## config.mk

```make
export PLATFORM = sky130hd
export DESIGN_NAME = mac_post_unit
export DESIGN_NICKNAME = d
export VERILOG_FILES = /design/src/rtl/mac_post_pkg.sv /design/src/rtl/mac_sat_stage.sv /design/src/rtl/mac_flag_stage.sv /design/src/rtl/mac_post_unit.sv
export SDC_FILE = /design/constraint.sdc
export NUM_CORES = 1
export LEC_CHECK = 0
export BUFFER_PORTS_ARGS = -buffer_cell sky130_fd_sc_hd__clkbuf_2
export CAP_MARGIN = 20
export CORE_MARGIN = 2
export CORE_UTILIZATION = 51
export CTS_BUF_LIST = sky130_fd_sc_hd__clkbuf_2
export DETAILED_ROUTE_END_ITERATION = 10
export GPL_TIMING_DRIVEN = 0
export PLACE_DENSITY = 0.87
export REMOVE_ABC_BUFFERS = 1
export SLEW_MARGIN = 0
export SYNTH_ARGS = -nofsm -noshare
export SYNTH_HDL_FRONTEND = slang
export SYNTH_HIERARCHICAL = 1
export SYNTH_SLANG_ARGS = --single-unit
export TNS_END_PERCENT = 30
```

## constraint.sdc

```tcl
create_clock -name clk -period 5.6 [get_ports clk]
set_clock_uncertainty 0.05 [all_clocks]
set_input_delay 0.56 -clock clk [delete_from_list [all_inputs] [get_ports clk]]
set_output_delay 0.56 -clock clk [all_outputs]
set_load 0.02 [all_outputs]
```

## src/rtl/mac_post_pkg.sv

```systemverilog
package mac_post_pkg;
  typedef enum logic [1:0] {
    CLAMP_NONE = 2'd0,
    CLAMP_POS  = 2'd1,
    CLAMP_NEG  = 2'd2
  } clamp_e;

  typedef struct packed {
    logic c;
    logic v;
    logic z;
    logic n;
  } flags_t;
endpackage

```

## src/rtl/mac_sat_stage.sv

```systemverilog
module mac_sat_stage
  import mac_post_pkg::*;
#(
  parameter int EXT_W  = 4,
  parameter int WORD_W = 16
) (
  input  logic [EXT_W+2*WORD_W-1:0] raw_i,
  input  logic                      sa_i,
  input  logic                      no_sat_i,
  output logic [EXT_W+2*WORD_W-1:0] val_o,
  output clamp_e                    kind_o
);
  localparam int TOT_W  = EXT_W + 2*WORD_W;
  localparam int TOP_B  = TOT_W - 1;
  localparam int EXT0_B = 2*WORD_W;
  localparam int MSP_B  = 2*WORD_W - 1;
  localparam logic [TOT_W-1:0] MAX_POS = {{(EXT_W+1){1'b0}}, {(2*WORD_W-1){1'b1}}};
  localparam logic [TOT_W-1:0] MAX_NEG = {{(EXT_W+1){1'b1}}, {(2*WORD_W-1){1'b0}}};

  logic [2:0] probe;
  assign probe = {raw_i[TOP_B], raw_i[EXT0_B], raw_i[MSP_B]};

  always_comb begin
    kind_o = CLAMP_NONE;
    if (sa_i && !no_sat_i) begin
      if (!probe[2] && (probe[1:0] != 2'b00))      kind_o = CLAMP_POS;
      else if (probe[2] && (probe[1:0] != 2'b11))  kind_o = CLAMP_NEG;
    end
  end

  always_comb begin
    unique case (kind_o)
      CLAMP_POS: val_o = MAX_POS;
      CLAMP_NEG: val_o = MAX_NEG;
      default:   val_o = raw_i;
    endcase
  end

  // a clamped value always fits the 32-bit signed range
  always_comb begin
    if (kind_o != CLAMP_NONE)
      assert_clamp_fits_R4: assert (&val_o[TOP_B:MSP_B] || ~|val_o[TOP_B:MSP_B]);
  end
endmodule

```

## src/rtl/mac_flag_stage.sv

```systemverilog
module mac_flag_stage
  import mac_post_pkg::*;
#(
  parameter int EXT_W  = 4,
  parameter int WORD_W = 16
) (
  input  logic [EXT_W+2*WORD_W-1:0] val_i,
  input  logic                      cc_i,
  input  logic                      carry_hi_i,
  input  logic                      carry_lo_i,
  input  logic                      ovf_i,
  output flags_t                    flags_o
);
  localparam int TOT_W = EXT_W + 2*WORD_W;
  localparam int LO_W  = 2*WORD_W;

  logic wide_n, wide_z, narrow_n, narrow_z, narrow_v;

  assign wide_n   = val_i[TOT_W-1];
  assign wide_z   = ~|val_i;
  assign narrow_n = val_i[LO_W-1];
  assign narrow_z = ~|val_i[LO_W-1:0];
  // the value exceeds the 32-bit signed range when the bits above bit 31 do not all copy it
  assign narrow_v = ~(&val_i[TOT_W-1:LO_W-1] | ~|val_i[TOT_W-1:LO_W-1]);

  always_comb begin
    if (cc_i) begin
      flags_o.n = narrow_n;
      flags_o.z = narrow_z;
      flags_o.c = carry_lo_i;
      flags_o.v = ovf_i | narrow_v;
    end else begin
      flags_o.n = wide_n;
      flags_o.z = wide_z;
      flags_o.c = carry_hi_i;
      flags_o.v = ovf_i;
    end
  end

  // a narrow-mode zero never reports negative
  always_comb begin
    if (cc_i && flags_o.z)
      assert_narrow_zero_pos_R8: assert (!flags_o.n);
  end
endmodule

```

## src/rtl/mac_post_unit.sv

```systemverilog
module mac_post_unit
  import mac_post_pkg::*;
#(
  parameter int EXT_W   = 4,
  parameter int WORD_W  = 16,
  parameter bit OUT_REG = 1'b1
) (
  input  logic                      clk,
  input  logic                      rst,
  input  logic [EXT_W+2*WORD_W-1:0] raw_i,
  input  logic                      carry_hi_i,
  input  logic                      carry_lo_i,
  input  logic                      ovf_i,
  input  logic                      sa_i,
  input  logic                      cc_i,
  input  logic                      no_sat_i,
  output logic [EXT_W+2*WORD_W-1:0] res_o,
  output logic                      sat_o,
  output logic                      flag_c_o,
  output logic                      flag_v_o,
  output logic                      flag_z_o,
  output logic                      flag_n_o
);
  localparam int TOT_W = EXT_W + 2*WORD_W;
  localparam int LO_W  = 2*WORD_W;

  logic [TOT_W-1:0] val_c;
  clamp_e           kind_c;
  flags_t           flags_c;

  mac_sat_stage #(.EXT_W(EXT_W), .WORD_W(WORD_W)) u_sat (
    .raw_i    (raw_i),
    .sa_i     (sa_i),
    .no_sat_i (no_sat_i),
    .val_o    (val_c),
    .kind_o   (kind_c)
  );

  mac_flag_stage #(.EXT_W(EXT_W), .WORD_W(WORD_W)) u_flag (
    .val_i      (val_c),
    .cc_i       (cc_i),
    .carry_hi_i (carry_hi_i),
    .carry_lo_i (carry_lo_i),
    .ovf_i      (ovf_i),
    .flags_o    (flags_c)
  );

  generate
    if (OUT_REG) begin : g_reg
      logic [TOT_W-1:0] res_q;
      logic             sat_q;
      flags_t           flags_q;
      logic             armed_q;

      always_ff @(posedge clk) begin
        if (rst) begin
          res_q   <= '0;
          sat_q   <= 1'b0;
          flags_q <= '0;
          armed_q <= 1'b0;
        end else begin
          res_q   <= val_c;
          sat_q   <= (kind_c != CLAMP_NONE);
          flags_q <= flags_c;
          armed_q <= 1'b1;
        end
      end

      assign res_o    = res_q;
      assign sat_o    = sat_q;
      assign flag_c_o = flags_q.c;
      assign flag_v_o = flags_q.v;
      assign flag_z_o = flags_q.z;
      assign flag_n_o = flags_q.n;

      assert_sa_off_pass_R2: assert property (@(posedge clk) disable iff (rst)
        armed_q && !$past(sa_i) |-> (res_o == $past(raw_i)) && !sat_o);
      assert_exempt_pass_R3: assert property (@(posedge clk) disable iff (rst)
        armed_q && $past(no_sat_i) |-> (res_o == $past(raw_i)) && !sat_o);
      assert_sat_differs_R6: assert property (@(posedge clk) disable iff (rst)
        armed_q && sat_o |-> res_o != $past(raw_i));
      assert_wide_zero_R7: assert property (@(posedge clk) disable iff (rst)
        armed_q && !$past(cc_i) |-> flag_z_o == (res_o == '0));
      assert_narrow_neg_R8: assert property (@(posedge clk) disable iff (rst)
        armed_q && $past(cc_i) |-> flag_n_o == res_o[LO_W-1]);
    end else begin : g_comb
      assign res_o    = val_c;
      assign sat_o    = (kind_c != CLAMP_NONE);
      assign flag_c_o = flags_c.c;
      assign flag_v_o = flags_c.v;
      assign flag_z_o = flags_c.z;
      assign flag_n_o = flags_c.n;
    end
  endgenerate
endmodule

```

* Yosys cells after proc, flatten, opt, wreduce, memory -nomap -nowiden
Index checks and enable logic that the tools add are counted.
Word-level totals: input bits 44, flip-flop bits (word level) 41, word-level logic and storage cells 31
Cells by class: bitwise gates (word level) 3, reduce and logical (&&, ||, !) cells 14, eq/ne operators 3, multiplexer cells 5
Operator list (number):
- 36-bit case mux with 2 select lines | 1
- 36-bit OR reduction | 1
- 32-bit OR reduction | 1
- 2-bit two-way mux | 3
- 1-bit logical NOT | 5
- 5-bit AND reduction | 1
- 5-bit OR reduction | 1
- 4-bit two-way mux | 1
- 2-bit nonzero test | 2
- 1-bit logical AND | 3
- 2-bit by 1-bit equality test with 1-bit output (second input constant) | 1
- 2-bit equality test (second input constant) | 1
- 2-bit != test (second input constant) | 1
- 1-bit bitwise OR | 2
- 1-bit NOT | 1

* Depth between registers and ports, before layout
Gate-level depths: netlist (run 1).
depth after elaboration 13, mapped depth 11

* Hierarchy
Netlist (run 1), hierarchy kept.
By module, submodules not included:
- mac_post_unit | instances 1, area each 1107.3 um2, cells an instance 86
- mac_sat_stage | instances 1, area each 551.8 um2, cells an instance 91
- mac_flag_stage | instances 1, area each 150.1 um2, cells an instance 18

* Worst setup path before layout (run 1)
No wires, ideal clock.
path type input to register, start input port no_sat_i, end register g_reg.flags_q, in the netlist flag_v_o, data required time 5432 ps, setup slack 2965 ps, cell stages on the path 11, library setup time 118 ps, arrival 2467 ps, path through nand2b_1 -> or3_1 -> ha_1 -> buf_2 -> buf_1 -> nand2_1 -> nand2_1 -> nor4_2 -> mux2i_1 -> a21o_1 -> nor2b_1
RTL lines:
- start: declaration | RTL line mac_post_unit.sv:16 | input logic no_sat_i,
- end signal: assignment | RTL line mac_post_unit.sv:64 | flags_q <= flags_c;
- end: declaration | RTL line mac_post_unit.sv:52 | flags_t flags_q;

==> results of run 1 <==
==> synthesized netlist by cell type <==
master and count:
dfxtp_1 41, nand2_1 41, nor2b_1 40, o21ai_2 30
buf_2 7, nor4_1 6, buf_6 4, nor4_2 3
clkbuf_1 2, nand2b_1 2, nand4_1 2, nor2_1 2
a211oi_1 1, a21o_1 1, and4_1 1, buf_1 1
ha_1 1, inv_1 1, mux2_1 1, mux2_2 1
mux2i_1 1, nor3_1 1, nor3_2 1, o21ai_1 1
o21ba_1 1, or3_1 1, or4b_4 1
==> path summary, 6_finish.rpt <==
path	endpoint	slack [ns]	cells past startpoint
worst min-delay path	res_o[15]	0.45	4
worst max-delay path	flag_z_o	2.25	11
==> routing by layer <==
| metal | up-vias | global-route usage | part of all wire |
|---|---|---|---|
| li1 | 811 | - | - |
| met1 | 685 | 0.238 | 0.41 |
| met2 | 59 | 0.339 | 0.52 |
| met3 | 7 | 0.0339 | 0.058 |
| met4 | 0 | 0.117 | 0.014 |
| met5 | - | 0 | 0 |
==> power by group <==
part	switching [mW]	internal, mW	leakage (nW)
Combinational	0.0809	0.0553	0.767
Clock	0.0833	0.0291	0.0265
Sequential	0.00497	0.311	0.340
Total	0.169	0.395	1.13
==> sequential cells by signal, summed over array words and instances, names as in the netlist <==
register and cells:
flag_c_o 1, sat_o 1, flag_z_o 1, flag_n_o 1
res_o 36, flag_v_o 1
==> final cells by class <==
class / count / share of cell area
Multi-Input combinational cell: 139 / 0.395
Tap cell: 46 / 0.0252
Inverter: 1 / 0.00165
Clock inverter: 1 / 0.00165
Clock buffer: 6 / 0.0132
Timing Repair Buffer: 86 / 0.203
Sequential cell: 41 / 0.360
==> logic make-up (layout without fill, tap and decap cells) <==
| group | after synthesis | count (layout) | share of synthesized area |
|---|---|---|---|
| AND/OR/NAND/NOR | 101 | 101 | 0.307 |
| flip-flops | 41 | 41 | 0.454 |
| AO/OA/AOI/OAI | 34 | 34 | 0.162 |
| buffers and inverters | 15 | 94 | 0.0526 |
| multiplexers | 3 | 3 | 0.0180 |
| adder cells (fa/ha/maj) | 1 | 1 | 0.00691 |
==> per-stage QoR <==
stage,TNS (ns),total power [mW]
4_1_cts,0,0.569
3_3_place_gp,-0.404,0.450
6_report,0,0.564
3_5_place_dp,0,0.458
5_1_grt,0,0.600
2_1_floorplan,0,0.405
==> critical path: stages <==
cell	delay (ns)
clkbuf_2	0.11
nor2_4	0.52
buf_16	0.24
or3_1	0.14
ha_1	0.52
or4b_4	0.59
o21ai_2	0.10
nor4_1	0.37
nand4_1	0.19
nor3_2	0.12
nor2b_1	0.13
==> results.md, run 1 <==
* Leak Pwr at 1.13 nW
* Avg Inst Size Synth at 9.28 um2
* Netlist cell types at 27
* Largest cells by area after synthesis: dfxtp_1, o21ai_2, nor2b_1
* Die footprint at 4040 um2
* Nets at 319
* Placed Instance Area at 2230 um2
* Gr ovfl total at 0
* Remaining DRCs at 0
* Die height at 63.6 um
* Crit path capture type: flop
* Final Hold Fails at 0
* GRT Util Overall at 0.201
* CTS root buf: clkbuf_2
* Fin crit period at 3.35 ns
* Synthesized cell area at 1810 um2
* First-pass GRT wire length at 6330 um
* Seq/Total Area, Yosys at 0.454
* Post-Syn Instances at 195
* P per Cell Area at 248 nW/um2
* RSZ-0062 raised after global routing: no
* Beginning of the critical path: raw_i[32]
* VDD IR max at 0.0983 mV
* Yosys warnings at 6
* RD Place Congestion at 0.731
* Ant diodes at 0
* HP Class: primary input to flop
* #FFs+latches synth at 41
* DRT Pass-1 Iters at 4
* Final Routed Wirelength at 3920 um
* Area leader, netlist: dfxtp_1
* ANT nets after route at 0
* Vias/cell at 4.88
* Slew headroom at 0.472
* Final setup violation count at 0
* Hold_buf cts at 0
* Total CTS buffers at 5
* Pins Over Slew Limit at 0
* H-Tree Depth at 2
* Slew of the pin with the lowest slew margin at 0.792 ns
* Setup crit start kind: primary input
* Final core utilization at 0.678
* DR WL/cell at 12.2 um
* Area of the multi-input gates at 901 um2
* Initial antenna violation count at 0
* WP data required at 5.87 ns
* Worst setup margin at 2.25 ns
* CTS max path bufs at 2
* Crit Path Class: primary input to flop
* Detail Placement HPWL at 2880 um
* Pin count of the biggest net entering global routing at 42
* Initial DRC count at 83
* Vias post-DR at 1,562
* Placed cells at 312
* Layout area overhead at 26.0%
* Status: completed
* # IOs at 85
* Layout Cells excl Fill at 320
* Share of the synthesized area in the top cell type at 0.454
* Number of global-route vias before repair at 1,468
* Worst-path fanout max at 31
* Crit path DAT at 3.62 ns
* Initial Util at 0.538
* Core Rows at 21
* Hold slack at 0.447 ns
* Post-place setup slack at 1.40 ns
* Layout cells sized above 1 at 0.471
* Clock sinks at 41
* Cts repair resizes at 0
* FMAX at 299 MHz
* Max-cap violations at 0
* Core Region at 3360 um2
* Fin area at 2280 um2
* Clk slew on worst S/H paths at 0.17 ns
* FF/Latch Area at 821 um2
* Tcrit/Tclk final at 0.598
* Post-CTS Repair Setup Buffers at 0
* Die X at 63.6 um
* CTS tree: built
* Fillers at 316
* Most frequent cells in the layout: clkbuf_2, dfxtp_1, nand2_1, nor2b_1, o21ai_2
* PortBufs at 84
* Hold Path Origin: raw_i[15]
* Most common cell after layout, fill and taps aside: clkbuf_2
No activity file was read; power rests on OpenSTA's default activity.
==> inputs of run 2 (changes only) <==
- CORE_UTILIZATION: 51 -> 48
- PLACE_DENSITY: 0.87 -> 0.82
- clock period: 5.6 -> 3.1 ns (I/O delays scaled with it)
==> run 2 against run 1 <==
Net effect:
- count of clock-buffer cells in the layout grew 2
- via count shrank 0.90%
- sequential cell count is the same
- first-iteration DRC count shrank 51%
- die area grew 5.9%
- global-route usage shrank 1.3 points
- critical path type unchanged
- critical endpoint unchanged
- highest routed layer unchanged
==> results.md, run 2 (synthesis gave the netlist of run 1 again) <==
* Pint at 0.727 mW (+84%)
* Worst-path fanout max at 38 (+23%)
* Clock sinks at 41 (unchanged)
* Seq pwr share at 0.547 (-0.013)
* RSZ-0062 raised after global routing: no
* # IOs at 85 (unchanged)
* ANT nets after route at 0 (unchanged)
* Detail Placement HPWL at 2730 um (-5.3%)
* Most common cell after layout, fill and taps aside: clkbuf_2
* Comb pwr share at 0.232 (-0.009)
* CTS max path bufs at 2 (unchanged)
* CTS tree: built
* HP Class: primary input to flop
* Slew headroom at 0.490 (+0.0180)
* DRT Pass-1 Iters at 4 (unchanged)
* Tcrit/Tclk final at 0.876
* Hold_buf cts at 0 (unchanged)
* Worst path depth at 10 (-1)
* Die X at 65.4 um (+2.9%)
* Slew of the pin with the lowest slew margin at 0.765 ns (-0.0270 ns)
* Crit path capture type: flop
* Hold Path Origin: ovf_i
* Fin crit period at 2.72 ns
* Post-CTS Repair Setup Buffers at 0 (unchanged)
* CP max stage cell: or4b_4
* Final Hold Fails at 0 (unchanged)
* Worst setup margin at 0.384 ns (-1.87 ns)
* Initial DRC count at 41 (-51%)
* Number of global-route vias before repair at 1,381 (-5.9%)
* CTS root buf: clkbuf_2
* Layout area overhead at 25.9% (about the same)
* Setup crit start kind: primary input
* Max-cap violations at 0 (unchanged)
* Core Region at 3630 um2 (+8.0%)
* Fillers at 327 (+3.5%)
* DR WL/cell at 11.8 um (-4.0%)
* Crit path DAT at 3.00 ns (-0.62 ns)
* CP top delay family: simple AND/OR/NAND/NOR gates
* WP buf/inv at 1 (-1)
* First-pass GRT wire length at 5970 um (-5.7%)
* Clk slew on worst S/H paths at 0.18 ns (about the same)
* Post-place setup slack at -0.553 ns (-1.96 ns)
* Gr ovfl total at 0 (unchanged)
* Initial antenna violation count at 0 (unchanged)
* Nets at 318 (-0.31%)
* Layout cells sized above 1 at 0.478 (+0.00730)
* Final Routed Wirelength at 3780 um (-3.4%)
* Ant diodes at 0 (unchanged)
* Most frequent cells in the layout: clkbuf_2, dfxtp_1, nand2_1, nor2b_1, o21ai_2
* Crit Path Class: primary input to flop
* Remaining DRCs at 0 (unchanged)
* Leak Pwr at 1.13 nW (-0.31%)
* Initial Util at 0.498 (-0.0400)
* RD Place Congestion at 0.713 (-2.4%)
* Core Rows at 22 (+4.8%)
* Status: completed
* PortBufs at 84 (unchanged)
* Pins Over Slew Limit at 0 (unchanged)
* Final setup violation count at 0 (unchanged)
* Largest register FFs at 36 (unchanged)
* NetSw at 0.316 mW (+87%)
* Die footprint at 4280 um2 (+5.9%)
* Final TNS setup at 0 ns (unchanged)
* WP data required at 3.39 ns (-2.48 ns)
* WHS Path Cells at 3 (-1)
* CP Cell Sequence: clkbuf_2, nor2_4, or3_1, ha_4, or4b_4, o21ai_2, nor4_1, nand4_1, nor3_2, nor2b_1
* Total CTS buffers at 5 (unchanged)
* H-Tree Depth at 2 (unchanged)
* VDD IR max at 0.229 mV (+130%)
* Sw Share at 0.303 (+0.00361)
* Beginning of the critical path: raw_i[32]
* FMAX at 368 MHz
* Vias post-DR at 1,548 (-0.90%)
* Slowest stage delay, CP at 0.55 ns (-0.04 ns)
* GRT Util Overall at 0.188 (-0.0130)
* Pin count of the biggest net entering global routing at 42 (unchanged)
* P per Cell Area at 458 nW/um2 (+85%)
* Die height at 65.4 um (+2.9%)
* Clock power share at 0.221 (+0.022)
* Vias/cell at 4.81 (-1.5%)
run 2: area by class of cell:
| class | count | area (um2) | area share |
|---|---|---|---|
| multi-input combinational | 139 | 913 | 0.401 |
| timing repair buffer | 85 | 440 | 0.193 |
| sequential | 41 | 821 | 0.360 |
| tap | 48 | 60.1 | 0.0264 |
| inverter | 1 | 3.75 | 0.00165 |
| clock buffer | 8 | 40.0 | 0.0176 |
run 2: stage by stage:
stage	utilization	cell area [um2]	hold WS [ns]	cells	total power, mW
global placement	0.605	2200	0.543	313	0.814
detailed placement	0.613	2230	0.562	314	0.823
floorplan	-	1720	0.332	181	0.732
global route	0.627	2280	0.119	322	1.10
finish	0.627	2280	0.137	322	1.04
CTS	0.624	2270	0.123	322	1.05
run 2: routing by layer:
layer,track usage,wire length (um),up-vias
met5,0,0,-
met4,0.0911,79,0
met3,0.0634,260,8
met2,0.325,1810,52
met1,0.205,1630,669
li1,-,-,819
run 2: worst paths after layout:
| kind | end |
|---|---|
| worst max-delay path | flag_z_o |
| worst min-delay path | flag_v_o |
run 2: tightest hold or removal path: cells and delay by family:
kind | cells | cell delay [ns]
AO/OA/AOI/OAI | 1 | 0.07
buffers and inverters | 1 | 0.08
AND/OR/NAND/NOR | 1 | 0.10
run 2: power groups by stage:
stage	Clock, mW	Sequential [mW]	Combinational [mW]
floorplan	0	0.626	0.106
global placement	0	0.581	0.233
detailed placement	0	0.582	0.241
CTS	0.237	0.571	0.242
global route	0.256	0.574	0.266
finish	0.231	0.570	0.242
run 2: repair_timing:
| action | in CTS | in global routing |
|---|---|---|
| pin swaps | 0 | 0 |
| resized for setup | 1 | 1 |
| endpoints found under the setup margin | 1 | 1 |
==> inputs of run 3 (changes only) <==
- clock period: 3.1 -> 2.7 ns (I/O delays scaled with it)
==> run 3 against run 2 <==
Net effect:
- first-iteration DRC count is 54% higher
- hold slack worse by 0.039 ns
- critical endpoint unchanged
- sequential share of layout area is 0.22 points lower
- utilization is 0.38 points higher
- global-route usage is 0.91 points higher
- critical path depth stayed put
- sequential cell count stayed put
- final cell count is 0.31% higher
- critical path type unchanged
==> results.md, run 3 (synthesis gave the netlist of run 1 again) <==
* Pins Over Slew Limit at 0 (unchanged)
* Fin crit period at 2.49 ns
* Vias post-DR at 1,575 (+1.7%)
* Tcrit/Tclk final at 0.924
* Placed Instance Area at 2230 um2 (unchanged)
* CP max stage cell: ha_4
* CP endpoint: flag_z_o
* Crit path capture type: flop
* Placed cells at 314 (unchanged)
* Worst-path fanout max at 39 (+2.6%)
* First-pass GRT wire length at 6210 um (+4.1%)
* Met2 Usage GRT at 0.330 (+0.00510)
* Setup crit start kind: primary input
* Clk slew on worst S/H paths at 0.18 ns (about the same)
* Initial antenna violation count at 0 (unchanged)
* Largest register FFs at 36 (unchanged)
* Final Hold Fails at 0 (unchanged)
* Detail Placement HPWL at 2730 um (unchanged)
* Hold Path Origin: ovf_i
* GR Util met1 at 0.228 (+0.0238)
* Die height at 65.4 um (unchanged)
* GRT Util Overall at 0.197 (+0.00910)
* VDD IR max at 0.267 mV (+16%)
* Clock sinks at 41 (unchanged)
* DRT Pass-1 Iters at 4 (unchanged)
* Core Region at 3630 um2 (unchanged)
* Layout cells sized above 1 at 0.480 (+0.00190)
* CTS tree: built
* Hold_buf cts at 0 (unchanged)
* Cts repair resizes at 3 (+2)
* Total Power at 1.20 mW (+15%)
* Leak Pwr at 1.13 nW (+0.30%)
* RSZ-0062 raised after global routing: no
* Status: completed
* Layout Cells excl Fill at 323 (+0.31%)
* Post-place setup slack at -0.913 ns (-0.360 ns)
* CTS max path bufs at 2 (unchanged)
* Gr ovfl total at 0 (unchanged)
* Slew of the pin with the lowest slew margin at 0.769 ns (+0.00345 ns)
* Max-cap violations at 0 (unchanged)
* CP Cell Sequence: clkbuf_2, nand2b_1, or3_1, ha_4, or4b_4, o21ai_2, nor4_1, nand4_1, nor3_2, nor2b_1
* WP data required at 2.99 ns (-0.40 ns)
* DR WL/cell at 12.3 um (+4.3%)
* Initial Util at 0.498 (unchanged)
* Number of global-route vias before repair at 1,397 (+1.2%)
* RD Place Congestion at 0.713 (unchanged)
* ANT nets after route at 0 (unchanged)
* HP Class: primary input to flop
* Post-CTS Repair Setup Buffers at 0 (unchanged)
* Crit path DAT at 2.78 ns (-0.22 ns)
* Global route hottest layer: met2
* Pin count of the biggest net entering global routing at 42 (unchanged)
* Die footprint at 4280 um2 (unchanged)
* PortBufs at 84 (unchanged)
* Most frequent cells in the layout: clkbuf_2, dfxtp_1, nand2_1, nor2b_1, o21ai_2
* H-Tree Depth at 2 (unchanged)
* P per Cell Area at 524 nW/um2 (+14%)
* Most common cell after layout, fill and taps aside: clkbuf_2
* Crit Path Class: primary input to flop
* Remaining DRCs at 0 (unchanged)
* Ant diodes at 0 (unchanged)
* # IOs at 85 (unchanged)
* Core Rows at 22 (unchanged)
* Nets at 319 (+0.31%)
* Vias/cell at 4.88 (+1.4%)
* Initial DRC count at 63 (+54%)
* Die X at 65.4 um (unchanged)
* Worst setup margin at 0.205 ns (-0.179 ns)
* CTS root buf: clkbuf_2
* Slew headroom at 0.488 (-0.00230)
* FMAX at 401 MHz
* Beginning of the critical path: no_sat_i
* Final setup violation count at 0 (unchanged)
* Final Routed Wirelength at 3960 um (+4.6%)
* Final TNS setup at 0 ns (unchanged)
* Fin area at 2290 um2 (+0.60%)
* Fillers at 325 (-0.61%)
* Total CTS buffers at 5 (unchanged)
* Layout area overhead at 26.7%
* Met3 Resource Use GR at 0.0616 (-0.00171)
* Slowest stage delay, CP at 0.54 ns (about the same)
==> run 3: changes by cell type in the layout (fill, tap and decap cells not counted), sizes merged <==
cell	before	now
or4b	1	2
==> run 3: metrics by stage <==
stage / utilization / hold slack (ns)
after floorplan: - / 0.292
after global placement: 0.605 / 0.503
after detailed placement: 0.613 / 0.522
after CTS: 0.631 / 0.0828
after global routing: 0.631 / 0.0787
final: 0.631 / 0.0982
==> run 3: where the power goes <==
group          internal, mW  switching [mW]
Clock                0.0763           0.189
Sequential            0.645          0.0101
Combinational         0.114           0.167
==> run 3: cell type report <==
| type | instances | area, um2 | share of cell area |
|---|---|---|---|
| clock buffers | 8 | 40.0 | 0.0175 |
| well taps | 48 | 60.1 | 0.0262 |
| repair buffers | 85 | 440 | 0.192 |
| inverters | 1 | 3.75 | 0.00164 |
| multi-input cells | 140 | 927 | 0.404 |
| flip-flops and latches | 41 | 821 | 0.358 |
==> run 3: worst max-delay path, delay by kind of cell <==
kind / cells / cell delay, ns
AO/OA/AOI/OAI: 1 / 0.08
adder cells (fa/ha/maj): 1 / 0.54
buffers and inverters: 1 / 0.11
AND/OR/NAND/NOR: 7 / 1.75
==> run 3: worst min-delay path by stage <==
stage | endpoint | depth (start not counted)
6_report | flag_v_o | 3
5_1_grt | flag_v_o | 3
4_1_cts | flag_v_o | 3
3_5_place_dp | flag_v_o | 3
3_3_place_gp | flag_v_o | 3
2_1_floorplan | flag_c_o | 1
==> run 3: layer usage <==
| layer | up-vias | routed length (um) |
|---|---|---|
| met5 | - | 0 |
| met4 | 0 | 79 |
| met3 | 8 | 249 |
| met1 | 691 | 1750 |
| met2 | 50 | 1880 |
| li1 | 826 | - |
